<file path="src/rtl/xint_pkg.sv">
package xint_pkg;

    localparam int REG_W      = 32;
    localparam int MUX_LINES  = 16;
    localparam int PSEL_W     = 4;
    localparam int CSEL_W     = 2;
    localparam int NUM_CLR    = 4;

    typedef enum logic [3:0] {
        RG_RISE    = 4'd0,
        RG_FALL    = 4'd1,
        RG_IMASK   = 4'd2,
        RG_EMASK   = 4'd3,
        RG_PEND    = 4'd4,
        RG_SWTRIG  = 4'd5,
        RG_WMODE   = 4'd6,
        RG_CSEL_LO = 4'd7,
        RG_CSEL_HI = 4'd8,
        RG_PSEL0   = 4'd9,
        RG_PSEL1   = 4'd10,
        RG_PSEL2   = 4'd11,
        RG_PSEL3   = 4'd12
    } xint_reg_e;

    typedef struct packed {
        logic       en;
        xint_reg_e  addr;
        logic [REG_W-1:0] data;
    } xint_wr_t;

    function automatic logic wr_hits(xint_wr_t w, xint_reg_e a);
        return w.en && (w.addr == a);
    endfunction

endpackage

</file>
<file path="src/rtl/xint_port_mux.sv">
module xint_port_mux
    import xint_pkg::*;
#(
    parameter int NUM_PORTS = 4
) (
    input  logic [NUM_PORTS*MUX_LINES-1:0] pins,
    input  logic [MUX_LINES*PSEL_W-1:0]    sel,
    output logic [MUX_LINES-1:0]           mux_out
);

    for (genvar n = 0; n < MUX_LINES; n++) begin : g_line
        logic [PSEL_W-1:0] fsel;
        assign fsel = sel[n*PSEL_W +: PSEL_W];
        always_comb begin
            mux_out[n] = 1'b0;
            for (int p = 0; p < NUM_PORTS; p++) begin
                if (fsel == PSEL_W'(p)) mux_out[n] = pins[p*MUX_LINES + n];
            end
        end
    end

endmodule

</file>
<file path="src/rtl/xint_edge_det.sv">
module xint_edge_det #(
    parameter int W = 32
) (
    input  logic         clk,
    input  logic         rst,
    input  logic [W-1:0] line_in,
    input  logic [W-1:0] rise_en,
    input  logic [W-1:0] fall_en,
    output logic [W-1:0] hit
);

    logic [W-1:0] s1_q, s2_q, s3_q;

    always_ff @(posedge clk) begin
        if (rst) begin
            s1_q <= '0;
            s2_q <= '0;
            s3_q <= '0;
        end else begin
            s1_q <= line_in;
            s2_q <= s1_q;
            s3_q <= s2_q;
        end
    end

    assign hit = (s2_q & ~s3_q & rise_en) | (~s2_q & s3_q & fall_en);

endmodule

</file>
<file path="src/rtl/xint_wake_unit.sv">
module xint_wake_unit
    import xint_pkg::*;
#(
    parameter int WAKE_DELAY = 4
) (
    input  logic               clk,
    input  logic               rst,
    input  logic               trig,
    input  logic               mode,
    input  logic [CSEL_W-1:0]  csel,
    input  logic [NUM_CLR-1:0] clr_src,
    output logic               wake
);

    localparam int CW = $clog2(WAKE_DELAY + 1);

    logic [CW-1:0] cnt_q;

    always_ff @(posedge clk) begin
        if (rst) begin
            wake  <= 1'b0;
            cnt_q <= '0;
        end else if (trig) begin
            wake  <= 1'b1;
            cnt_q <= CW'(WAKE_DELAY);
        end else if (wake) begin
            if (mode) begin
                if (clr_src[csel]) wake <= 1'b0;
            end else if (cnt_q <= CW'(1)) begin
                wake <= 1'b0;
            end else begin
                cnt_q <= cnt_q - CW'(1);
            end
        end
    end

endmodule

</file>
<file path="src/rtl/xint_ctrl.sv">
module xint_ctrl
    import xint_pkg::*;
#(
    parameter int NUM_LINES  = 32,
    parameter int NUM_PORTS  = 4,
    parameter int WAKE_DELAY = 4
) (
    input  logic                          clk,
    input  logic                          rst,
    input  logic                          reg_wr,
    input  logic [3:0]                    reg_addr,
    input  logic [31:0]                   reg_wdata,
    output logic [31:0]                   reg_rdata,
    input  logic [NUM_PORTS*16-1:0]       port_pins,
    input  logic [NUM_LINES-17:0]         aux_lines,
    input  logic [3:0]                    clr_src,
    output logic [NUM_LINES-1:0]          irq,
    output logic [NUM_LINES-1:0]          evt,
    output logic [NUM_LINES-1:0]          wake
);

    localparam int NL      = NUM_LINES;
    localparam int HI_BITS = CSEL_W * (NL - MUX_LINES);
    localparam int PS_BITS = MUX_LINES * PSEL_W;

    xint_wr_t wq;
    assign wq = '{en: reg_wr, addr: xint_reg_e'(reg_addr), data: reg_wdata};

    logic [NL-1:0]          rise_q, fall_q, imask_q, emask_q, wmode_q, pend_q;
    logic [CSEL_W*NL-1:0]   csel_q;
    logic [PS_BITS-1:0]     psel_q;
    logic [NL-1:0]          evt_q;

    logic [MUX_LINES-1:0]   mux_lines;
    logic [NL-1:0]          line_in, hit, sw_set, w1c, trig_vec;

    xint_port_mux #(.NUM_PORTS(NUM_PORTS)) u_mux (
        .pins    (port_pins),
        .sel     (psel_q),
        .mux_out (mux_lines)
    );

    assign line_in = {aux_lines, mux_lines};

    xint_edge_det #(.W(NL)) u_edge (
        .clk     (clk),
        .rst     (rst),
        .line_in (line_in),
        .rise_en (rise_q),
        .fall_en (fall_q),
        .hit     (hit)
    );

    assign sw_set   = wr_hits(wq, RG_SWTRIG) ? wq.data[NL-1:0] : '0;
    assign w1c      = wr_hits(wq, RG_PEND)   ? wq.data[NL-1:0] : '0;
    assign trig_vec = hit | sw_set;

    always_ff @(posedge clk) begin
        if (rst) begin
            rise_q  <= '0;
            fall_q  <= '0;
            imask_q <= '0;
            emask_q <= '0;
            wmode_q <= '0;
            csel_q  <= '0;
            psel_q  <= '0;
            pend_q  <= '0;
            evt_q   <= '0;
        end else begin
            pend_q <= (pend_q & ~w1c) | trig_vec;
            evt_q  <= trig_vec & emask_q;
            if (wq.en) begin
                case (wq.addr)
                    RG_RISE:    rise_q  <= wq.data[NL-1:0];
                    RG_FALL:    fall_q  <= wq.data[NL-1:0];
                    RG_IMASK:   imask_q <= wq.data[NL-1:0];
                    RG_EMASK:   emask_q <= wq.data[NL-1:0];
                    RG_WMODE:   wmode_q <= wq.data[NL-1:0];
                    RG_CSEL_LO: csel_q[31:0] <= wq.data;
                    RG_CSEL_HI: csel_q[CSEL_W*NL-1:32] <= wq.data[HI_BITS-1:0];
                    RG_PSEL0:   psel_q[15:0]  <= wq.data[15:0];
                    RG_PSEL1:   psel_q[31:16] <= wq.data[15:0];
                    RG_PSEL2:   psel_q[47:32] <= wq.data[15:0];
                    RG_PSEL3:   psel_q[63:48] <= wq.data[15:0];
                    default: ;
                endcase
            end
        end
    end

    always_comb begin
        case (xint_reg_e'(reg_addr))
            RG_RISE:    reg_rdata = 32'(rise_q);
            RG_FALL:    reg_rdata = 32'(fall_q);
            RG_IMASK:   reg_rdata = 32'(imask_q);
            RG_EMASK:   reg_rdata = 32'(emask_q);
            RG_PEND:    reg_rdata = 32'(pend_q);
            RG_WMODE:   reg_rdata = 32'(wmode_q);
            RG_CSEL_LO: reg_rdata = csel_q[31:0];
            RG_CSEL_HI: reg_rdata = 32'(csel_q[CSEL_W*NL-1:32]);
            RG_PSEL0:   reg_rdata = {16'h0, psel_q[15:0]};
            RG_PSEL1:   reg_rdata = {16'h0, psel_q[31:16]};
            RG_PSEL2:   reg_rdata = {16'h0, psel_q[47:32]};
            RG_PSEL3:   reg_rdata = {16'h0, psel_q[63:48]};
            default:    reg_rdata = 32'h0;
        endcase
    end

    for (genvar n = 0; n < NL; n++) begin : g_wake
        xint_wake_unit #(.WAKE_DELAY(WAKE_DELAY)) u_wake (
            .clk     (clk),
            .rst     (rst),
            .trig    (trig_vec[n]),
            .mode    (wmode_q[n]),
            .csel    (csel_q[n*CSEL_W +: CSEL_W]),
            .clr_src (clr_src),
            .wake    (wake[n])
        );
    end

    assign irq = pend_q & imask_q;
    assign evt = evt_q;

endmodule

</file>
<file path="config.mk">
export PLATFORM = sky130hd
export DESIGN_NAME = xint_ctrl
export DESIGN_NICKNAME = d
export VERILOG_FILES = /design/src/rtl/xint_pkg.sv /design/src/rtl/xint_port_mux.sv /design/src/rtl/xint_edge_det.sv /design/src/rtl/xint_wake_unit.sv /design/src/rtl/xint_ctrl.sv
export SDC_FILE = /design/constraint.sdc
export NUM_CORES = 1
export LEC_CHECK = 0
export ABC_AREA = 1
export BUFFER_PORTS_ARGS = -buffer_cell sky130_fd_sc_hd__buf_2
export CORE_MARGIN = 3
export CORE_UTILIZATION = 60
export CTS_BUF_LIST = sky130_fd_sc_hd__clkbuf_8
export DETAILED_ROUTE_END_ITERATION = 16
export GPL_TIMING_DRIVEN = 1
export PLACE_DENSITY = 0.81
export SETUP_SLACK_MARGIN = 0.1
export SLEW_MARGIN = 20
export SYNTH_ARGS = -nofsm -noshare
export SYNTH_HDL_FRONTEND = slang
export SYNTH_SLANG_ARGS = --single-unit
</file>
<file path="constraint.sdc">
create_clock -name clk -period 3.3 [get_ports clk]
set_clock_uncertainty 0.2 [all_clocks]
set_input_delay 0.165 -clock clk [delete_from_list [all_inputs] [get_ports clk]]
set_output_delay 0.165 -clock clk [all_outputs]
set_load 0.03 [all_outputs]
</file>
; After elaboration in Yosys (flattened, before gate mapping)
; Index checks and enable logic that the tools add are counted.
[word_totals]
reg_bits = 576
[op_classes]
n_addsub = 32
n_lt_le_gt_ge = 64
eq_ne = 124
muxes = 419
n_bitwise = 77
reduce_logical = 158
[ops]
columns = operator, n
row1 = $mux W3, 128
row2 = $pmux W32 S12, 1
row3 = $mux W1, 256
row4 = $and A32 B32 Y32, 7
row5 = $reduce_and A3 Y1, 64
row6 = $eq A4 B2 Y1 const B, 34
row7 = $le A3 B1 Y1 const B, 32
row8 = $lt A2 B3 Y1 const B, 32
row9 = $not A32 Y32, 3
row10 = $or A32 B32 Y32, 3
row11 = $sub A3 B1 Y3 const B, 32
row12 = $eq A4 B1 Y1 const B, 17
row13 = $logic_not A4 Y1, 17
row14 = $bmux W1 S2, 32
row15 = $mux W32, 2
row16 = $ne A2 B1 Y1 const B, 32
row17 = $ne A2 B2 Y1 const B, 32
row18 = $not A1 Y1, 64
row19 = $reduce_bool A2 Y1, 32
row20 = $reduce_or A2 Y1, 32
row21 = $reduce_and A2 Y1, 11
row22 = $eq A4 B4 Y1 const B, 5
row23 = $eq A4 B3 Y1 const B, 4
row24 = $logic_and A1 B1 Y1, 2

; Depth between registers and ports, before layout
[logic_depth]
ltp_word = 7
mapped_depth = 9

; By module
; Synthesis repeated with hierarchy kept, for this count alone.
[hier_totals]
cells_unflattened = 4429
area_unflattened_um2 = 29126.7
[by_module_without_submodules]
columns = module, instances, cells_each, area_each_um2
row1 = xint_ctrl, 1, 2322, 15422.3
row2 = xint_wake_unit, 32, 46, 295.3
row3 = xint_edge_det, 1, 427, 3374.5
row4 = xint_port_mux, 1, 208, 880.8

; Worst setup path before layout
; No wires, ideal clock.
[synth_timing]
path_kind = input -> output
start = input port reg_addr[1]
end = output port reg_rdata[13]
t_arrival_ns = 1.251
path_slack_ns = 1.684
cell_stages = 7
path_buffers = 2
cell_sequence = nor2_1 > buf_2 > nand3_1 > clkbuf_1 > o21ai_0 > nor2_1 > nand3_1
[synth_via]
elab_chain_len = 2
word_cells_on_any_way = 13
[synth_rtl]
columns = item, line_no
row1 = start: declaration, xint_ctrl.sv:11  ; input logic [3:0] reg_addr,
row2 = "$eq A4 B4 Y1, or another cell as far along", xint_ctrl.sv:92  ; case (xint_reg_e'(reg_addr))
row3 = $pmux W32 S12 *, xint_ctrl.sv:92
row4 = end: declaration, xint_ctrl.sv:13  ; output logic [31:0] reg_rdata,
; Every way passes the cells marked *; elsewhere a longest branch is shown, timed or not.

; Worst setup path in the final report
[layout_timing]
start = input port reg_addr[0]
end = output port reg_rdata[20]
; The elaborated chain is that of the path after synthesis.

==> results.json <==
{
  "synth_edf_count": 0,
  "cts.sinks": 576,
  "final_nets": 4371,
  "synth_top_area_cell": "dfxtp_1",
  "crit_type": "in -> out",
  "io_pins": 251,
  "num_rows": 76,
  "die_area_sq_mm": 0.04704,
  "status": "completed",
  "synthTopCellsByArea": "dfxtp_1, nand2_1, nor2_1",
  "cp-startpoint": "reg_addr[0]",
  "r2r-start": "fall_q[1]$_SDFFE_PP0P_",
  "cap_violations": 0,
  "grt_use_total_pct": 34.61,
  "multi_input_area_sq_mm": 0.01222,
  "tightest_slew_ns": 1.102,
  "reg_top3": "g_wake.u_wake.cnt_q x96, csel_q x64, psel_q x64",
  "crit_cells": 9,
  "yosysSeqAreaShare_pct": 43.21,
  "fin_cells": 4850,
  "worstSetupStartpointType": "input pin",
  "rsz0062_at_grt": "false",
  "fillers": 3565,
  "root_buffer": "clkbuf_8",
  "grt_pass1_wl_microns": 130100,
  "yosysUniqueCellTypes": 23,
  "synth_area_sq_mm": 0.02669,
  "end_kind": "primary output",
  "ys_seq_elements": 576,
  "tritoncts": "yes",
  "initial_core_util_pct": 61.41,
  "final_max_slew_viol_count": 0,
  "cts.path.max_buffers": 3,
  "yosysWarnings": 0,
  "port-buffer-count": 250,
  "critical_path_required_ns": 2.93,
  "r2r-end": "evt[1]$_SDFF_PP0_",
  "core_sq_mm": 0.04346,
  "dp.cells": 4585,
  "ir_drop_uv": 288.1,
  "vias": 26870,
  "grt.overflow.total": 0,
  "dp_hpwl_microns": 55870,
  "slew_headroom_pct": 26.26,
  "min_period_ns": 3.093,
  "ff_latch_area_sq_mm": 0.01153,
  "hold-worst-slack_ns": 0.05228,
  "final_layout_size_suffix_gt1_share_pct": 11.03,
  "clkTransAtPathRegs_ns": 0.06,
  "synth-async-reset-ratio_pct": 0,
  "cts_made_buffers": 93,
  "synthToLayoutAreaGrowth_pct": 15.83,
  "grt_pass1_vias": 24660,
  "cpMostUsedCell": "nand2_1",
  "crit_chain": "dlygate4sd3_1 -> buf_2 -> nand2_1 -> inv_1 -> nand2_1 -> o22ai_1 -> nor2_1 -> nand2_1 -> buf_2",
  "avgRoutedWirePerCell_microns": 17.22,
  "fmax_ghz": 0.3233,
  "synthFlopType": "dfxtp_1",
  "p_per_area_mw_per_mm2": 466.3,
  "cpPeakStageDelay_ns": 0.63,
  "drt-total-wl_microns": 83490,
  "final_hold_viol_count": 0,
  "rrSetupSlack_ns": 1.46,
  "postSynthCellCount": 3935,
  "place_congestion": 0.9403,
  "dr.pass1.iters": 6,
  "crit_family": "buffers and inverters",
  "die_w_microns": 216.9,
  "p_leak_nw": 13.68,
  "fp.dieH_microns": 216.9,
  "worstSkewPairLatency_ns": 0.68,
  "crit_end": "reg_rdata[20]",
  "antenna_found_initial": 4,
  "htreeDepth": 3,
  "grt_max_degree": 109,
  "vias_per_cell": 5.540,
  "cpMaxStageDelayCell": "nand2_1",
  "critPathBufInv": 4,
  "dp_slack_ns": 0.5995,
  "largest_reg_flops": 96,
  "setup_viol": 0,
  "drc": 0,
  "path_max_fanout": 16,
  "fin_crit_sh_pct": 93.74,
  "hold_path_class": "in -> reg",
  "avgSynthCellArea_sq_um": 6.782,
  "cp.arrival_ns": 2.73,
  "synth_nets": 4114,
  "drtIter0Drc": 3047,
  "tns_ns": 0,
  "reg2reg_depth": 5,
  "ant_nets": 0,
  "synth_top_area_share_pct": 43.21,
  "regMostFlops": "g_wake.u_wake.cnt_q",
  "setup_ws_ns": 0.2065
}
==> worst min path at each step <==
stage | startpoint | end | slack (ns) | cells after the start
3_3_place_gp | aux_lines[8] | u_edge.s1_q[24]$_SDFF_PP0_ | 0.17 | 3
2_1_floorplan | aux_lines[0] | u_edge.s1_q[16]$_SDFF_PP0_ | 0.07 | 2
5_1_grt | aux_lines[8] | u_edge.s1_q[24]$_SDFF_PP0_ | 0.09 | 4
3_5_place_dp | aux_lines[2] | u_edge.s1_q[18]$_SDFF_PP0_ | 0.17 | 3
6_report | aux_lines[13] | u_edge.s1_q[29]$_SDFF_PP0_ | 0.05 | 4
4_1_cts | aux_lines[8] | u_edge.s1_q[24]$_SDFF_PP0_ | 0.01 | 4
==> timing repair <==
item	in CTS	in global routing
endpoints found under the setup margin	0	13
resized for setup	0	1
hold buffers	97	0
hold endpoints to repair	496	0
setup buffers	0	0
==> stage by stage <==
stage	cell area [sq um]	total power, W	utilization, %
3_3_place_gp	28080	0.008253	64.61
2_1_floorplan	26690	0.007898	-
3_5_place_dp	28080	0.008270	64.61
5_1_grt	30900	0.01487	71.12
4_1_cts	30900	0.01439	71.10
6_report	30910	0.01441	71.13
==> layer usage <==
| metal | track usage (%) | vias up | wire [microns] |
|---|---|---|---|
| li1 | - | 13010 | - |
| met1 | 46.31 | 12160 | 33690 |
| met2 | 53.25 | 1473 | 35770 |
| met3 | 9.313 | 231 | 10710 |
| met4 | 14.24 | 2 | 3316 |
| met5 | 0 | - | 7 |
==> power by group <==
group          switching [W]  total, W  internal, W
Clock                0.00286   0.00615      0.00329
Sequential         0.0000905   0.00719      0.00710
Combinational       0.000726   0.00107     0.000340
==> placed cells by master (no fill, tap or decap) <==
master and n:
clkinvlp_4 2, nand3_2 3, a21oi_1 382, nor2_2 8, nor2_1 609, diode_2 3
nor3_1 44, nand2_2 4, inv_6 1, nand3_1 269, inv_2 3, dlygate4sd3_1 97
inv_1 549, dfxtp_1 576, o21ai_0 378, clkbuf_8 116, clkinv_2 15, buf_12 5
ha_1 56, nor2_4 1, buf_4 37, bufinv_16 2, xor2_1 32, buf_2 249
a31o_2 24, and2_1 32, o22ai_1 32, nand2_1 700, nand4_1 36
==> cell families (layout without fill, tap and decap cells) <==
| family | after synthesis | in the layout | share of synthesized area (%) |
|---|---|---|---|
| AND/OR/NAND/NOR | 1706 | 1706 | 26.21 |
| AO/OA/AOI/OAI | 816 | 816 | 15.79 |
| buffers and inverters | 749 | 1076 | 11.11 |
| flip-flops | 576 | 576 | 43.21 |
| adder cells (fa/ha/maj) | 56 | 56 | 2.626 |
| XOR/XNOR | 32 | 32 | 1.050 |
| other | 0 | 3 | 0 |
==> worst min-delay path, stage by stage <==
cell and delay, ns:
dlygate4sd3_1 0.51, buf_2 0.10, inv_1 0.03, nor2_1 0.06
==> synthesized netlist by cell type, drive strengths merged (24+ instances only) <==
| cell | instances |
|---|---|
| o21ai | 378 |
| a21oi | 382 |
| a31o | 24 |
| buf | 68 |
| nor3 | 44 |
| dfxtp | 576 |
| clkbuf | 159 |
| nand3 | 272 |
| nand2 | 704 |
| xor2 | 32 |
| nand4 | 36 |
| ha | 56 |
| nor2 | 618 |
| inv | 521 |
| and2 | 32 |
| o22ai | 32 |
==> final cells by class <==
| class | instances | share of cell area (%) |
|---|---|---|
| Timing Repair Buffer | 389 | 8.440 |
| Antenna cell | 3 | 0.02429 |
| Clock inverter | 50 | 0.8622 |
| Inverter | 522 | 6.355 |
| Multi-Input combinational cell | 2610 | 39.52 |
| Tap cell | 585 | 2.368 |
| Clock buffer | 115 | 5.121 |
| Sequential cell | 576 | 37.31 |
Power figures use the tool's default switching activity.
